==> src/rtl/ssu_pkg.sv <==
package ssu_pkg;
    localparam int DATA_W = 8;
    localparam int CNT_W  = 4;
    localparam int ADDR_W = 2;

    localparam logic [ADDR_W-1:0] A_DATA = 2'd0;
    localparam logic [ADDR_W-1:0] A_STAT = 2'd1;
    localparam logic [ADDR_W-1:0] A_CTRL = 2'd2;
    localparam logic [ADDR_W-1:0] A_CMD  = 2'd3;

    // command bits at A_CMD
    localparam int CMD_LOAD = 4;
    localparam int CMD_TOG  = 5;
    localparam int CMD_STEP = 6;
    // status bits at A_STAT
    localparam int ST_START = 7;
    localparam int ST_OVF   = 6;

    typedef enum logic [1:0] {
        SRC_OFF   = 2'd0,
        SRC_LINE  = 2'd1,
        SRC_TIMER = 2'd2,
        SRC_SOFT  = 2'd3
    } clk_src_e;

    typedef struct packed {
        logic     ovf_ie;
        logic     start_ie;
        logic     hold_en;
        logic     twowire;
        logic     master;
        logic     cpha;
        clk_src_e src;
    } ctrl_t;

    // picks the sampling edge (or launch edge) for the selected phase
    function automatic logic pick_edge(input logic cpha, input logic rise,
                                       input logic fall, input logic sample);
        return (cpha ^ sample) ? rise : fall;
    endfunction
endpackage

==> src/rtl/ssu_line_front.sv <==
module ssu_line_front #(
    parameter int SYNC = 2
) (
    input  logic clk,
    input  logic rst,
    input  logic sck_pin,
    input  logic sdi_pin,
    input  logic master,
    input  logic sck_drv,
    output logic line_lvl,
    output logic line_rise,
    output logic line_fall,
    output logic sdi_s,
    output logic sdi_fall
);
    logic [SYNC-1:0] sck_sy, sdi_sy;
    logic            line_q, sdi_q;

    always_ff @(posedge clk) begin
        if (rst) begin
            sck_sy <= '0;
            sdi_sy <= '0;
            line_q <= 1'b0;
            sdi_q  <= 1'b0;
        end else begin
            sck_sy <= {sck_sy[SYNC-2:0], sck_pin};
            sdi_sy <= {sdi_sy[SYNC-2:0], sdi_pin};
            line_q <= line_lvl;
            sdi_q  <= sdi_s;
        end
    end

    assign line_lvl  = master ? sck_drv : sck_sy[SYNC-1];
    assign sdi_s     = sdi_sy[SYNC-1];
    assign line_rise = line_lvl & ~line_q;
    assign line_fall = ~line_lvl & line_q;
    assign sdi_fall  = ~sdi_s & sdi_q;
endmodule

==> src/rtl/ssu_shift_core.sv <==
module ssu_shift_core #(
    parameter int W = 8
) (
    input  logic         clk,
    input  logic         rst,
    input  logic         load,
    input  logic [W-1:0] load_val,
    input  logic         shift,
    input  logic         sdi,
    input  logic         launch,
    input  logic         strobe,
    output logic [W-1:0] sh,
    output logic         sdo
);
    always_ff @(posedge clk) begin
        if (rst) begin
            sh  <= '0;
            sdo <= 1'b0;
        end else if (load) begin
            sh  <= load_val;
            sdo <= load_val[W-1];
        end else begin
            if (shift) sh <= {sh[W-2:0], sdi};
            if (strobe)      sdo <= sh[W-2];
            else if (launch) sdo <= sh[W-1];
        end
    end
endmodule

==> src/rtl/ssu_xfer_cnt.sv <==
module ssu_xfer_cnt #(
    parameter int W = 4
) (
    input  logic         clk,
    input  logic         rst,
    input  logic         load,
    input  logic [W-1:0] load_val,
    input  logic         step,
    input  logic         clr_ovf,
    output logic [W-1:0] cnt,
    output logic         ovf,
    output logic         wrap
);
    localparam logic [W-1:0] TOP = '1;

    assign wrap = step && !load && (cnt == TOP);

    always_ff @(posedge clk) begin
        if (rst) begin
            cnt <= '0;
            ovf <= 1'b0;
        end else begin
            if (load)      cnt <= load_val;
            else if (step) cnt <= cnt + 1'b1;
            if (wrap)         ovf <= 1'b1;
            else if (clr_ovf) ovf <= 1'b0;
        end
    end
endmodule

==> src/rtl/ssu_top.sv <==
module ssu_top
    import ssu_pkg::*;
#(
    parameter int SYNC = 2
) (
    input  logic              clk,
    input  logic              rst,
    input  logic              wr_en,
    input  logic [ADDR_W-1:0] wr_addr,
    input  logic [DATA_W-1:0] wr_data,
    input  logic [ADDR_W-1:0] rd_addr,
    output logic [DATA_W-1:0] rd_data,
    input  logic              sck_in,
    output logic              sck_out,
    output logic              sck_hold,
    input  logic              sdi,
    output logic              sdo,
    input  logic              tmr_match,
    output logic              irq
);
    ctrl_t             ctrl_q;
    logic              start_q;
    logic [DATA_W-1:0] sh;
    logic [CNT_W-1:0]  cnt_q;
    logic              ovf_q, wrap;
    logic              line_lvl, line_rise, line_fall, sdi_s, sdi_fall;
    logic              hold, pin_act, strobe_ev, sample_ev, launch_ev, count_ev;
    logic              data_wr, cmd_wr, cnt_load, tog_wr, ovf_clr, start_clr, start_set;

    assign data_wr   = wr_en && wr_addr == A_DATA;
    assign cmd_wr    = wr_en && wr_addr == A_CMD;
    assign cnt_load  = cmd_wr && wr_data[CMD_LOAD];
    assign tog_wr    = cmd_wr && wr_data[CMD_TOG];
    assign ovf_clr   = wr_en && wr_addr == A_STAT && wr_data[ST_OVF];
    assign start_clr = wr_en && wr_addr == A_STAT && wr_data[ST_START];

    ssu_line_front #(.SYNC(SYNC)) u_front (
        .clk(clk), .rst(rst), .sck_pin(sck_in), .sdi_pin(sdi),
        .master(ctrl_q.master), .sck_drv(sck_out),
        .line_lvl(line_lvl), .line_rise(line_rise), .line_fall(line_fall),
        .sdi_s(sdi_s), .sdi_fall(sdi_fall)
    );

    assign hold      = ctrl_q.hold_en && (ovf_q || (ctrl_q.twowire && start_q));
    assign pin_act   = !hold && ctrl_q.src == SRC_LINE;
    assign strobe_ev = !hold && ((ctrl_q.src == SRC_TIMER && tmr_match) ||
                                 (ctrl_q.src == SRC_SOFT && cmd_wr && wr_data[CMD_STEP]));
    assign sample_ev = pin_act && pick_edge(ctrl_q.cpha, line_rise, line_fall, 1'b1);
    assign launch_ev = pin_act && pick_edge(ctrl_q.cpha, line_rise, line_fall, 1'b0);
    assign count_ev  = (pin_act && (line_rise || line_fall)) || strobe_ev;
    assign start_set = ctrl_q.twowire && sdi_fall && line_lvl;

    ssu_shift_core #(.W(DATA_W)) u_core (
        .clk(clk), .rst(rst), .load(data_wr), .load_val(wr_data),
        .shift(sample_ev || strobe_ev), .sdi(sdi_s),
        .launch(launch_ev), .strobe(strobe_ev), .sh(sh), .sdo(sdo)
    );

    ssu_xfer_cnt #(.W(CNT_W)) u_cnt (
        .clk(clk), .rst(rst), .load(cnt_load), .load_val(wr_data[CNT_W-1:0]),
        .step(count_ev), .clr_ovf(ovf_clr), .cnt(cnt_q), .ovf(ovf_q), .wrap(wrap)
    );

    always_ff @(posedge clk) begin
        if (rst) begin
            ctrl_q  <= '0;
            start_q <= 1'b0;
            sck_out <= 1'b0;
        end else begin
            if (wr_en && wr_addr == A_CTRL) ctrl_q <= ctrl_t'(wr_data);
            if (start_set)      start_q <= 1'b1;
            else if (start_clr) start_q <= 1'b0;
            if (tog_wr) sck_out <= ~sck_out;
        end
    end

    assign sck_hold = hold;
    assign irq      = (ctrl_q.ovf_ie && ovf_q) || (ctrl_q.start_ie && start_q);

    always_comb begin
        rd_data = '0;
        case (rd_addr)
            A_DATA:  rd_data = sh;
            A_STAT:  begin
                rd_data[ST_START]  = start_q;
                rd_data[ST_OVF]    = ovf_q;
                rd_data[CNT_W-1:0] = cnt_q;
            end
            A_CTRL:  rd_data = ctrl_q;
            default: rd_data[CNT_W-1:0] = cnt_q;
        endcase
    end
endmodule

==> config.mk <==
export PLATFORM = sky130hd
export DESIGN_NAME = ssu_top
export DESIGN_NICKNAME = d
export VERILOG_FILES = /design/src/rtl/ssu_pkg.sv /design/src/rtl/ssu_line_front.sv /design/src/rtl/ssu_shift_core.sv /design/src/rtl/ssu_xfer_cnt.sv /design/src/rtl/ssu_top.sv
export SDC_FILE = /design/constraint.sdc
export NUM_CORES = 1
export LEC_CHECK = 0
export CAP_MARGIN = 20
export CORE_ASPECT_RATIO = 1.4
export CORE_MARGIN = 8
export CORE_UTILIZATION = 62
export CTS_BUF_LIST = sky130_fd_sc_hd__clkbuf_8 sky130_fd_sc_hd__clkbuf_16
export DETAILED_ROUTE_END_ITERATION = 6
export DONT_BUFFER_PORTS = 1
export GPL_TIMING_DRIVEN = 0
export PLACE_DENSITY_LB_ADDON = 0.12
export REMOVE_ABC_BUFFERS = 1
export SKIP_LAST_GASP = 1
export SYNTH_ARGS = -nofsm -noshare
export SYNTH_HDL_FRONTEND = slang
export SYNTH_SLANG_ARGS = --single-unit
==> constraint.sdc <==
create_clock -name clk -period 2.3 [get_ports clk]
set_input_delay 0.345 -clock clk [delete_from_list [all_inputs] [get_ports clk]]
set_output_delay 0.345 -clock clk [all_outputs]
set_load 0.05 [all_outputs]
==> metrics.cfg, run 1 <==
[outcome]
outcome=completed

[worst_setup_path]
cp.required_ns=2.51
critPathCaptureType=flop
crit_path_start_kind=flop
crit_type=flop to flop
arrival_ns=2.40
path_max_fanout=16

[clocking]
cts_made_buffers=5
clock_latency_ns=0.28
htreeDepth=2
cts_sinks=30
cts_hold_buf=0
ctsRootBufferMaster=clkbuf_8
clk_pin_slew_ns=0.06
cts_tree=built
cts_buffer_depth=2

[drt]
drcViolationCount=0
num_vias=1320
drt-total-wl_um=4120
route.antenna.remaining_nets=0
wl_per_cell_um=18.7
dr.pass1.iters=4
drtIter0Drc=39
via_per_inst=6.00

[floorplan]
start_util_pct=63.1
dieArea_mm2=0.00452
coreArea_mm2=0.00256
ioPinCount=30
fp-row-count=22
die_width_um=59.2
die_h_um=76.4

[cells_and_area]
layout.nets=204
syn_to_final_growth_pct=9.29
layout_commonest_cell=dfxtp_1
n_antenna_cell=0
drive_above_1_share_pct=17.4
n_fill_cell=233
multi_input_area_um2=976
ff_latch_area_um2=602
layout_common_cells=dfxtp_1, nand2_1, nor2_1

[synth]
synth.mux.area_fraction_pct=12.5
synth_top_family_by_area=compound AO/OA/AOI/OAI gates
netlist_area_mm2=0.00162
synthSimpleGateAreaFrac_pct=20.8
synth_compound_area_share_pct=22.0
synth-xor-area-share_pct=1.63
ys_ff_latch=30
synth-main-ff-cell=dfxtp_1
synth-async-reset-ratio_pct=0
postSynthCellCount=180
synth-seq-area-share_pct=37.2
synth_cell_types=40
syn_avg_cell_area_um2=8.98
yosys_warnings=0
synth_fa_ha_area_share_pct=2.32
synth_edf_count=0

[placed_design]
port_buffers=0
dpl.hpwl_um=2980
place.gp.congestion=0.859
place_ws_ns=-0.199

[sta]
slew_violations=0
hold_viol=0
hold_ws_ns=0.118
setup_viol_count_final=0
slew_headroom_pct=33.8
fin_ws_ns=0.107
tightest_slew_ns=0.987
period_share_pct=95.3
timing.final.crit_period_ns=2.19
fin_skew_ns=0.00628
max_freq_mhz=456

[power]
power_uw=1120
vdd_drop_max_uv=576
p_per_area_mw_per_mm2=637
power.leakage_uw=0.000602

[global_routing]
track_usage_pct=19.2
grt_max_degree=31
grt_overflow=0
grt_pass1_wl_um=6600
grt_pass1_vias=1386
antenna_found_initial=0

[job]
drv_cap=0

[min_path]
hold_path.class=input port to flop

cell type report:
type	instances	area share, %
clock buffers	6	4.67
clock inverters	2	0.496
inverters	5	1.06
multi-input cells	137	55.2
flip-flops and latches	30	34.1
well taps	36	2.55
repair buffers	4	1.91
critical path: stages (launching register included):
cell and delay, ns:
dfxtp_1 0.41, mux2i_4 0.34, inv_1 0.08, ha_1 0.22, mux2_2 0.26, o211ai_1 0.15, o211ai_4 0.26, buf_4 0.23
a211oi_2 0.17
timing repair:
| action | in CTS | in global routing |
|---|---|---|
| gates resized for setup | 2 | 1 |
| pin swaps | 0 | 1 |
| setup endpoints to repair | 9 | 8 |
| gates cloned | 0 | 0 |
| buffers inserted | 0 | 3 |
through the flow:
stage          utilization (%)  cells  TNS [ns]  area, µm²
2_1_floorplan                -    172   -0.0359       1580
3_3_place_gp              63.4    208     -3.67       1620
3_5_place_dp              64.0    209     -1.46       1640
4_1_cts                   67.8    217         0       1740
5_1_grt                   69.0    220  -0.00977       1770
6_report                  69.0    220         0       1770
cell usage after synthesis, types with 2 or more instances:
library cell | instances | share of area, %
a211oi_1 | 5 | 2.3
a211oi_2 | 9 | 7.0
a21oi_1 | 13 | 4.0
clkbuf_1 | 6 | 1.4
dfxtp_1 | 30 | 37
ha_1 | 3 | 2.3
inv_1 | 5 | 1.2
mux2_2 | 2 | 1.4
mux2i_1 | 18 | 11
nand2_1 | 27 | 6.3
nand3_1 | 2 | 0.62
nand4b_1 | 2 | 1.1
nor2_1 | 19 | 4.4
nor2b_1 | 6 | 2.3
nor3_1 | 2 | 0.62
o21ai_0 | 3 | 0.93
o21ai_1 | 4 | 1.2
xnor2_1 | 2 | 1.1
state kept, by name, indices dropped and copies added, names as in the netlist:
| register | cells |
|---|---|
| ctrl_q | 8 |
| u_core.sh | 8 |
| u_cnt.cnt | 4 |
| u_front.sck_sy | 2 |
| u_front.sdi_sy | 2 |
| sck_out | 1 |
| start_q | 1 |
| u_cnt.ovf | 1 |
| u_core.sdo | 1 |
| u_front.line_q | 1 |
| u_front.sdi_q | 1 |
per-layer routing:
metal / wire length [µm] / global-route usage, % / part of all wire [%]
met1: 1600 / 20.1 / 39
met2: 2050 / 31.4 / 50
met3: 364 / 7.77 / 8.8
met4: 110 / 10.6 / 2.7
met5: 0 / 0 / 0
kinds of logic after synthesis:
group | Yosys count
simple gates | 69
flops | 30
fa+ha+maj | 3
xor+xnor | 3
mux | 20
buf+inv | 13
compound gates | 42
report_power, final:
part	switching [µW]	internal, µW	total (µW)
clock network	190	236	426
registers	26.1	543	569
logic	76.5	53.0	129
total	293	832	1120
final timing paths:
kind | startpoint | endpoint | slack [ns] | cells past startpoint
max | ctrl_q[3] | u_core.sh[7] | 0.11 | 8
max reg2reg | ctrl_q[3] | u_core.sh[7] | 0.11 | 8
min | rst | u_core.sh[5] | 0.12 | 1
min reg2reg | u_front.sdi_sy[0] | u_front.sdi_sy[1] | 0.44 | 1
Note: power is estimated with default switching activity, not from simulation.
==> run 2, diff against run 1 <==
Settings changed: CELL_PAD_IN_SITES_DETAIL_PLACEMENT set to 0, CELL_PAD_IN_SITES_GLOBAL_PLACEMENT set to 2, CORE_UTILIZATION 62 to 37.
==> metrics.cfg, run 2 (synthesized netlist as in run 1, its figures left out) <==
[worst_setup_path]
cp.required_ns=2.44
arrival_ns=2.24
ff2ff_setup_slack_ns=0.20
crit_path_start_kind=flop
cp_cell_sequence=mux2i_2 > inv_1 > ha_1 > mux2_2 > o211ai_1 > o211ai_4 > nor2_1 > a211oi_2
path_max_fanout=16
cpMaxStageDelayCell=dfxtp_2
crit_type=flop to flop
critPathCaptureType=flop
max_stage_delay_ns=0.42

[global_routing]
track_usage_pct=13.4
grt_pass1_vias=1219
grt_overflow=0
antenna_found_initial=0
grt_max_degree=31
grt_pass1_wl_um=6820

[cells_and_area]
final_area_mm2=0.00175
syn_to_final_growth_pct=8.05
drive_above_1_share_pct=16.0
largestRegisters=ctrl_q x8, u_core.sh x8, u_cnt.cnt x4
n_antenna_cell=0
layout_common_cells=dfxtp_1, nand2_1, nor2_1
layout.nets=201
layout_commonest_cell=dfxtp_1
multi_input_area_um2=967
ff_latch_area_um2=602
n_fill_cell=448

[sta]
fin_ws_ns=0.197
rsz0062_at_grt=no
period_share_pct=91.4
hold_viol=0
fin_tns_setup_ns=0
slew_violations=0
setup_viol_count_final=0
slew_headroom_pct=33.2
timing.final.crit_period_ns=2.10
max_freq_mhz=475
hold_ws_ns=0.122
tightest_slew_ns=0.996
fin_skew_ns=0.00806

[placed_design]
placed_cell_area_mm2=0.00165
place.gp.congestion=0.761
port_buffers=0
dpl.hpwl_um=3110
place_ws_ns=-0.0784

[power]
p_per_area_mw_per_mm2=646
power_uw=1130
vdd_drop_max_uv=360
power.leakage_uw=0.000585

[clocking]
clk_pin_slew_ns=0.07
htreeDepth=2
cts_tree=built
cts_made_buffers=5
cts_sinks=30
ctsRootBufferMaster=clkbuf_8
cts_buffer_depth=2
post_cts_buffers=0
clock_latency_ns=0.28
cts_hold_buf=0

[floorplan]
fp-row-count=28
ioPinCount=30
die_h_um=94.2
die_width_um=71.9
coreArea_mm2=0.00420
dieArea_mm2=0.00677
start_util_pct=38.5

[drt]
route.antenna.remaining_nets=0
drt-total-wl_um=4310
drtIter0Drc=82
wl_per_cell_um=19.1
via_per_inst=5.59
num_vias=1264
dr.pass1.iters=4
drcViolationCount=0

[min_path]
hold_path.class=input port to flop

[outcome]
outcome=completed

[job]
drv_cap=0

[run 2: per-layer routing]
metal  part of all wire, %  GRT usage [%]
met1                    41           14.8
met2                    51           22.6
met3                   6.7           4.81
met4                   1.5           5.64
met5                     0              0
[run 2: what timing repair did]
| item | CTS | global route |
|---|---|---|
| endpoints found under the setup margin | 8 | 8 |
| hold endpoints to repair | 0 | 0 |
| gates resized for setup | 1 | 1 |
| gates cloned | 0 | 0 |
[run 2: layout make-up]
class / instances / share of cell area (%)
multi-input cells: 137 / 55.4
flip-flops and latches: 30 / 34.5
clock buffers: 6 / 4.73
well taps: 45 / 3.22
inverters: 5 / 1.07
repair buffers: 1 / 0.645
clock inverters: 2 / 0.501
[run 2: path summary, 6_finish.rpt]
kind | start | end | depth (start not counted)
max | sck_out | u_core.sh[2] | 8
min | rst | u_core.sh[3] | 1
max reg2reg | sck_out | u_core.sh[2] | 8
min reg2reg | u_front.sck_sy[0] | u_front.sck_sy[1] | 1
[run 2: through the flow]
stage,util (%),cells
4_1_cts,41.5,226
3_5_place_dp,39.3,218
3_3_place_gp,38.9,217
5_1_grt,41.5,226
6_report,41.5,226
2_1_floorplan,-,172
[run 2: worst max-delay path: cells and delay by family (launching register included)]
family,cells,cell delay (ns)
flip-flops,1,0.42
buffers and inverters,1,0.08
multiplexers,2,0.56
AND/OR/NAND/NOR,1,0.22
AO/OA/AOI/OAI,3,0.48
adder cells (fa/ha/maj),1,0.21
[run 2: power breakdown]
part | total [µW] | leakage, µW | internal, µW | switching, µW
combinational | 122 | 0.000288 | 48.6 | 73.5
sequential | 569 | 0.000245 | 543 | 26.0
clock | 438 | 0.0000524 | 237 | 201
==> run 3, diff against run 2 <==
Settings changed: CORE_MARGIN 8 to 3, TNS_END_PERCENT set to 5.
==> metrics.cfg, run 3 (synthesized netlist as in run 1, its figures left out) <==
[sta]
slew_violations=0
period_share_pct=91.4
max_freq_mhz=476
hold_viol=0
tightest_slew_ns=0.975
fin_skew_ns=0.00423
rsz0062_at_grt=no
timing.final.crit_period_ns=2.10
setup_viol_count_final=0
fin_ws_ns=0.199
slew_headroom_pct=34.5
fin_tns_setup_ns=0

[cells_and_area]
layout_commonest_cell=dfxtp_1
n_antenna_cell=0
layout.nets=201
drive_above_1_share_pct=16.0
stdcell_count=224
largestRegisters=ctrl_q x8, u_core.sh x8, u_cnt.cnt x4
syn_to_final_growth_pct=7.89
layout_common_cells=dfxtp_1, nand2_1, nor2_1

[worst_setup_path]
critPathCaptureType=flop
arrival_ns=2.24
timing.rr.start=sck_out
startpoint=sck_out
crit_path_start_kind=flop
ff2ff_setup_slack_ns=0.20
path_max_fanout=16
worstRegToRegCells=8
reg2reg_to=u_core.sh[5]
cp.required_ns=2.44
crit_type=flop to flop

[floorplan]
dieArea_mm2=0.00521
die_width_um=61.9
coreArea_mm2=0.00405
start_util_pct=39.9
die_h_um=84.2
ioPinCount=30
fp-row-count=27

[global_routing]
grt_pass1_wl_um=6810
grt_util_met3_pct=4.62
track_usage_pct=17.7
antenna_found_initial=0
grt.busiest_layer=met2
grt_max_degree=31
met2_usage_pct=26.3
grtUsageMet1_pct=23.8
grt_pass1_vias=1314
grt_overflow=0

[drt]
drcViolationCount=0
wl_per_cell_um=18.4
num_vias=1284
route.antenna.remaining_nets=0
dr.pass1.iters=4
drt-total-wl_um=4130
via_per_inst=5.73
drtIter0Drc=62

[placed_design]
place.gp.congestion=0.790
place_ws_ns=-0.0506
port_buffers=0
dp.cells=216
dpl.hpwl_um=2930

[clocking]
cts_tree=built
cts_sinks=30
cts_buffer_depth=2
htreeDepth=2
cts_made_buffers=5
clock_latency_ns=0.28
clk_pin_slew_ns=0.06
ctsRootBufferMaster=clkbuf_8

[power]
vdd_drop_max_uv=287
p_per_area_mw_per_mm2=649
power.leakage_uw=0.000585

[job]
drv_cap=0

[outcome]
outcome=completed

[min_path]
hold-path-cell-count=1
worstHoldStart=rst
min_to=u_core.sh[3]
hold_path.class=input port to flop

## run 3: per-layer routing
layer / share of wire, % / vias up / wire, µm
li1: - / 638 / -
met1: 46 / 611 / 1920
met2: 47 / 28 / 1940
met3: 4.2 / 7 / 174
met4: 2.3 / 0 / 95
met5: 0 / - / 0
## run 3: how the worst max path moves through the flow
stage / to / slack, ns
global placement: u_core.sh[4] / -0.77
floorplan: u_core.sh[0] / -0.004
global route: u_core.sh[2] / 0.03
CTS: u_core.sh[5] / 0.09
detailed placement: u_core.sh[5] / -0.05
finish: u_core.sh[5] / 0.20
## run 3: where the power goes
part | internal (µW) | switching, µW | total [µW]
Sequential | 543 | 25.7 | 568
Clock | 237 | 204 | 441
Combinational | 48.6 | 73.5 | 122
## run 3: timing repair
action,in CTS,in global routing
setup endpoints to repair,8,7
gates resized for setup,1,1
setup buffers,0,0
pin swaps,0,0
hold buffers,0,0
## run 3: worst max-delay path, stage by stage (launching register included)
cell and delay (ns):
dfxtp_2 0.42, mux2i_2 0.28, inv_1 0.08, ha_1 0.21
mux2_2 0.26, o211ai_1 0.13, o211ai_4 0.27, nor2_1 0.23
a211oi_2 0.06
## run 3: layout make-up
| cell class | instances | area [µm²] |
|---|---|---|
| clock buffer | 6 | 82.6 |
| clock inverter | 2 | 8.76 |
| fill | 423 | 2310 |
| inverter | 5 | 18.8 |
| multi-input combinational | 137 | 967 |
| sequential | 30 | 602 |
| tap | 43 | 53.8 |
| timing repair buffer | 1 | 11.3 |
## run 3: through the flow
| stage | cell area (µm²) | utilization, % | hold slack, ns | total power (µW) |
|---|---|---|---|---|
| 2_1_floorplan | 1580 | - | 0.410 | 678 |
| 3_3_place_gp | 1630 | 40.2 | 0.414 | 699 |
| 3_5_place_dp | 1650 | 40.6 | 0.415 | 703 |
| 4_1_cts | 1740 | 42.9 | 0.110 | 1140 |
| 5_1_grt | 1740 | 43.0 | 0.109 | 1180 |
| 6_report | 1740 | 43.0 | 0.118 | 1130 |
